$ cat config.mk
export PLATFORM = sky130hd
export DESIGN_NAME = crc_quad_nibble
export DESIGN_NICKNAME = d
export VERILOG_FILES = /design/src/rtl/crc_quad_pkg.sv /design/src/rtl/crc_nib_step.sv /design/src/rtl/crc_nib_seq.sv /design/src/rtl/crc_quad_nibble.sv
export SDC_FILE = /design/constraint.sdc
export NUM_CORES = 1
export LEC_CHECK = 0
export ABC_AREA = 1
export CORE_ASPECT_RATIO = 1.75
export CORE_MARGIN = 2
export CORE_UTILIZATION = 53
export DETAILED_ROUTE_END_ITERATION = 10
export GPL_TIMING_DRIVEN = 0
export HOLD_SLACK_MARGIN = 0.02
export MAX_ROUTING_LAYER = met4
export PLACE_DENSITY = 0.85
export SLEW_MARGIN = 25
export SYNTH_ARGS = -nofsm -noshare
export SYNTH_HDL_FRONTEND = slang
export SYNTH_HIERARCHICAL = 1
export SYNTH_SLANG_ARGS = --single-unit
$ cat constraint.sdc
create_clock -name clk_i -period 2.7 [get_ports clk_i]
set_input_delay 0.81 -clock clk_i [delete_from_list [all_inputs] [get_ports clk_i]]
set_output_delay 0.81 -clock clk_i [all_outputs]
set_load 0.01 [all_outputs]
$ cat src/rtl/crc_quad_pkg.sv
package crc_quad_pkg;
  localparam int CRC_W = 16;
  localparam int NIB_W = 4;
  localparam int TAP_HI = 12;
  localparam int TAP_MID = 5;
  typedef logic [CRC_W-1:0] crc_t;
  typedef logic [NIB_W-1:0] nib_t;
endpackage

$ cat src/rtl/crc_nib_step.sv
module crc_nib_step
  import crc_quad_pkg::*;
(
  input  crc_t crc_i,
  input  nib_t nib_i,
  output crc_t crc_o
);
  nib_t sum;
  crc_t sum_w;

  always_comb begin
    sum   = crc_i[CRC_W-1 -: NIB_W] ^ nib_i;
    sum_w = crc_t'(sum);
    crc_o = (crc_i << NIB_W) ^ (sum_w << TAP_HI) ^ (sum_w << TAP_MID) ^ sum_w;
  end
endmodule

$ cat src/rtl/crc_nib_seq.sv
module crc_nib_seq #(
  parameter int CNT_W = 16,
  parameter int NIBS  = 8
) (
  input  logic             clk_i,
  input  logic             rst_ni,
  input  logic             start_i,
  input  logic [CNT_W-1:0] count_i,
  input  logic             in_valid_i,
  output logic             in_ready_o,
  output logic             accept_o,
  output logic             digest_o,
  output logic             done_o
);
  localparam int IDX_W = (NIBS > 1) ? $clog2(NIBS) : 1;
  localparam logic [IDX_W-1:0] LAST_IDX = IDX_W'(NIBS - 1);

  logic [CNT_W-1:0] left_q;
  logic [IDX_W-1:0] nib_q;
  logic             shift_q;
  logic             done_q;

  assign in_ready_o = (left_q != '0) && !shift_q;
  assign accept_o   = in_valid_i && in_ready_o && !start_i;
  assign digest_o   = shift_q && !start_i;
  assign done_o     = done_q;

  always_ff @(posedge clk_i or negedge rst_ni) begin
    if (!rst_ni) begin
      left_q  <= '0;
      nib_q   <= '0;
      shift_q <= 1'b0;
      done_q  <= 1'b0;
    end else begin
      done_q <= 1'b0;
      if (start_i) begin
        left_q  <= count_i;
        nib_q   <= '0;
        shift_q <= 1'b0;
        done_q  <= (count_i == '0);
      end else if (accept_o) begin
        // first nibble is folded on the accepting edge
        shift_q <= 1'b1;
        nib_q   <= IDX_W'(1);
      end else if (shift_q) begin
        if (nib_q == LAST_IDX) begin
          shift_q <= 1'b0;
          nib_q   <= '0;
          left_q  <= left_q - 1'b1;
          done_q  <= (left_q == CNT_W'(1));
        end else begin
          nib_q <= nib_q + 1'b1;
        end
      end
    end
  end

  assert_ready_gap_R5: assert property (@(posedge clk_i) disable iff (!rst_ni)
    (accept_o) |=> !in_ready_o);
  assert_busy_has_work_R5: assert property (@(posedge clk_i) disable iff (!rst_ni)
    shift_q |-> (left_q != '0));
  assert_done_pulse_R6: assert property (@(posedge clk_i) disable iff (!rst_ni)
    done_o |=> !done_o);
  assert_zero_done_R8: assert property (@(posedge clk_i) disable iff (!rst_ni)
    (start_i && count_i == '0) |=> done_o);
endmodule

$ cat src/rtl/crc_quad_nibble.sv
module crc_quad_nibble
  import crc_quad_pkg::*;
#(
  parameter int CNT_W  = 16,
  parameter int QUAD_W = 32
) (
  input  logic              clk_i,
  input  logic              rst_ni,
  input  logic              start_i,
  input  logic [CNT_W-1:0]  count_i,
  input  logic              in_valid_i,
  input  logic [QUAD_W-1:0] in_data_i,
  output logic              in_ready_o,
  output logic              done_o,
  output logic [CRC_W-1:0]  crc_o
);
  localparam int NIBS = QUAD_W / NIB_W;

  logic              accept;
  logic              digest;
  logic [QUAD_W-1:0] shreg_q;
  crc_t              crc_q;
  crc_t              crc_nx;
  nib_t              nib_in;

  crc_nib_seq #(.CNT_W(CNT_W), .NIBS(NIBS)) u_seq (
    .clk_i      (clk_i),
    .rst_ni     (rst_ni),
    .start_i    (start_i),
    .count_i    (count_i),
    .in_valid_i (in_valid_i),
    .in_ready_o (in_ready_o),
    .accept_o   (accept),
    .digest_o   (digest),
    .done_o     (done_o)
  );

  assign nib_in = accept ? in_data_i[QUAD_W-1 -: NIB_W] : shreg_q[QUAD_W-1 -: NIB_W];

  crc_nib_step u_step (
    .crc_i (crc_q),
    .nib_i (nib_in),
    .crc_o (crc_nx)
  );

  always_ff @(posedge clk_i or negedge rst_ni) begin
    if (!rst_ni) begin
      crc_q   <= '0;
      shreg_q <= '0;
    end else if (start_i) begin
      crc_q   <= '0;
      shreg_q <= '0;
    end else if (accept) begin
      crc_q   <= crc_nx;
      shreg_q <= in_data_i << NIB_W;
    end else if (digest) begin
      crc_q   <= crc_nx;
      shreg_q <= shreg_q << NIB_W;
    end
  end

  assign crc_o = crc_q;

  assert_start_clear_R2: assert property (@(posedge clk_i) disable iff (!rst_ni)
    start_i |=> (crc_o == '0));
  assert_hold_idle_R7: assert property (@(posedge clk_i) disable iff (!rst_ni)
    (!start_i && !in_ready_o && !digest && !accept) |=> $stable(crc_o));
  assert_zero_result_R8: assert property (@(posedge clk_i) disable iff (!rst_ni)
    (start_i && count_i == '0) |=> (done_o && crc_o == '0));
  assert_no_accept_busy_R10: assert property (@(posedge clk_i) disable iff (!rst_ni)
    digest |-> !accept);
endmodule

==> impl_results.md <==
- R2R Path Start: u_seq/left_q[0]
- Crit path cell chain: nor2_1 > nand2_1 > nor2_1 > a21oi_1 > dlygate4sd2_1
- CTS H-Tree Depth: 3
- Critical path capture point type: primary output
- Slew @ Worst Pin: 0.4254 ns
- Die footprint: 0.007912 mm2
- Initial antenna violation count: 0
- Residual DRC: 0
- CORE AREA: 0.006907 mm2
- Crit-path max cell delay: 0.43 ns
- Top post-synthesis cells by area: dfrtp_1 43%, nand2_1 30%, nand3_1 5.9%, inv_1 4.0%, nor2_1 3.2%
- Clock transition at path regs: 0.05 ns
- Most common cell after layout, fill and taps aside: nand2_1
- Crit share post-route: 93.69%
- GPL Wtd Cong: 0.9726
- WL final: 10.04 mm
- TritonCTS Sinks: 65
- Peak VDD IR: 0.0004714 V
- Relative slew slack: 71.64%
- Avg WL per Cell: 13.66 um
- Most frequent cells in the layout: 301 x nand2_1, 66 x clkdlybuf4s50_1, 65 x dfrtp_1
- Ys Warns: 6
- Drt pass-1 iters: 5
- # diodes: 0
- Post-Syn Nets: 624
- Filler Cells Inserted: 592
- Post-Syn Area: 0.003811 mm2
- Final ANT Viol Nets: 0
- Worst-skew pair later-pin latency: 0.33 ns
- Most common cell on crit path: nor2_1
- DRT iter0 DRCs: 283
- # port buffers: 69
- Final setup violation count: 0
- Placed Area: 0.004632 mm2
- Hold Slack: 0.3215 ns
- Post-route cell area: 0.004942 mm2
- Cells after Synth: 567
- Std cell rows: 40
- Starting density of the core: 55.18%
- Unrepaired setup endpoints after global routing: no
- DIE WIDTH: 68.10 um
- Yosys cell types: 29
- Global route overflow: 0
- Crit path time final: 2.530 ns
- Synth-to-layout area growth: 29.68%
- CTS tree: done
- Hold Path Class: input pin to async pin
- Num CTS Buffers: 9
- Max cap viols: 0
- Clock skew: 0.003913 ns
- Worst setup SP type: flop
- Hpwl dp: 7.655 mm
- Mapped Avg Cell Area: 6.722 um2
- Arr. time, crit path: 1.72 ns
- Die Ht: 116.2 um
- #FFs+latches synth: 65
- CTS Buffer Depth: 2
- Required time of the critical path: 1.89 ns
- Cell taking the most area after synthesis: dfrtp_1
- Leak pwr: 0.002591 uW
- R2R Setup Slk: 0.30 ns
- Fmax: 0.3953 GHz
- First-pass GRT wire length: 16.16 mm
- Crit-path max FO: 5
- Vias in the first global route: 3675
- Vias per inst: 5.211
- Reg-to-reg endpoint: crc_o[14]
- Yosys top cell area share: 42.68%
- Largest net degree at the start of global routing: 55
- Crit path kind: flop to primary output
- Worst reg-to-reg path cell count: 16
- Via count: 3830
- Endpoints failing hold: 0
- Run status: finished, final reports clean
- Total track usage: 28.25%
- Fin nets: 703
- Share of layout cells above drive strength 1: 8.602%
- Pins Over Slew Limit: 0
- Critical-path top delay cell: dfrtp_1
- Clk root buf: clkbuf_16
- Power density over the cells: 563.5 mW/mm2
- Core Util, Final: 71.56%
- Sequential area share after synthesis: 42.68%
- Boundary pin count: 70
timing repair:
action | 4_1_cts | 5_1_grt
endpoints found under the setup margin | 41 | 12
hold endpoints to repair | 0 | 0
hold buffers | 0 | 0
gates resized for setup | 6 | 5
setup buffers | 0 | 0
gates cloned | 0 | 0
metrics by stage:
stage          TNS (ns)  worst slack [ns]  instances  total power [uW]
6_report              0            0.1704        735              2785
5_1_grt               0           0.01619        735              2906
4_1_cts               0           0.08407        736              2793
3_5_place_dp     -24.21           -0.9118        721              1596
3_3_place_gp    -109.61            -1.339        720              1579
2_1_floorplan         0            0.2697        567              1383
per-layer routing:
metal / up-vias / track usage (%) / routed length (um)
li1: 1913 / - / -
met1: 1783 / 28.91 / 3765
met2: 115 / 51.65 / 5604
met3: 19 / 5.588 / 460
met4: 0 / 10.00 / 208
met5: - / - / 0
kinds of logic (layout without fill, tap and decap cells):
logic type	Yosys count	in the layout	synth area share (%)
DFF	65	65	42.68
xor gates and xnor gates	2	2	0.4597
adders and majority gates	5	5	1.641
and+or+nand+nor	397	397	42.15
buffers and inverters	70	154	8.700
AOI/OAI and AO/OA	28	28	4.366
how the worst max path moves through the flow:
stage | slack [ns] | end | from | cells after the start
after floorplan | 0.27 | crc_o[12] | start_i | 15
after global placement | -1.34 | u_seq/left_q[13] | rst_ni | 1
after detailed placement | -0.91 | crc_o[12] | start_i | 17
after CTS | 0.08 | crc_o[12] | start_i | 17
after global routing | 0.02 | crc_o[7] | start_i | 16
final | 0.17 | in_ready_o | u_seq/left_q[6] | 5
cell usage after synthesis:
cell      instances
nand2_1         301
dfrtp_1          65
nand3_1          45
inv_1            41
nor2_1           32
o21ai_0          17
buf_2            10
buf_4             9
a31oi_1           5
ha_1              5
inv_2             5
buf_6             3
nand3b_1          3
or2_2             3
a21oi_1           2
clkbuf_1          2
nand2_2           2
nand4_1           2
nor2_2            2
nor3_1            2
nor4_1            2
o21bai_1          2
a21oi_4           1
nor2_4            1
nor4_2            1
o21ai_2           1
or2_1             1
xnor2_1           1
xor2_1            1
cell type report:
class | instances | area, um2 | area share [%]
inverter | 46 | 175.2 | 3.544
multi-input combinational | 432 | 1858 | 37.59
sequential | 65 | 1627 | 32.91
clock inverter | 2 | 35.03 | 0.7089
clock buffer | 14 | 274.0 | 5.544
timing repair buffer | 70 | 715.7 | 14.48
buffer | 22 | 152.6 | 3.089
tap | 84 | 105.1 | 2.127
worst max-delay path: cells and delay by family (launching register included):
family	cells	cell delay (ns)
buffers and inverters	1	0.30
AOI/OAI and AO/OA	1	0.11
DFF	1	0.43
and+or+nand+nor	3	0.56
power breakdown:
part | switching [uW] | leakage [uW] | internal (uW) | total (uW)
registers | 60.5 | 0.000867 | 1040 | 1100
logic | 276 | 0.00157 | 212 | 488
clock network | 412 | 0.000153 | 789 | 1200
flip-flops by register name (all words and copies together), names as in the netlist:
signal / cells
crc_o: 16
u_seq/left_q: 16
u_seq/nib_q: 3
u_seq/shift_q: 1
u_seq/done_o: 1
shreg_q: 28
(Power assumes the default switching activity.)
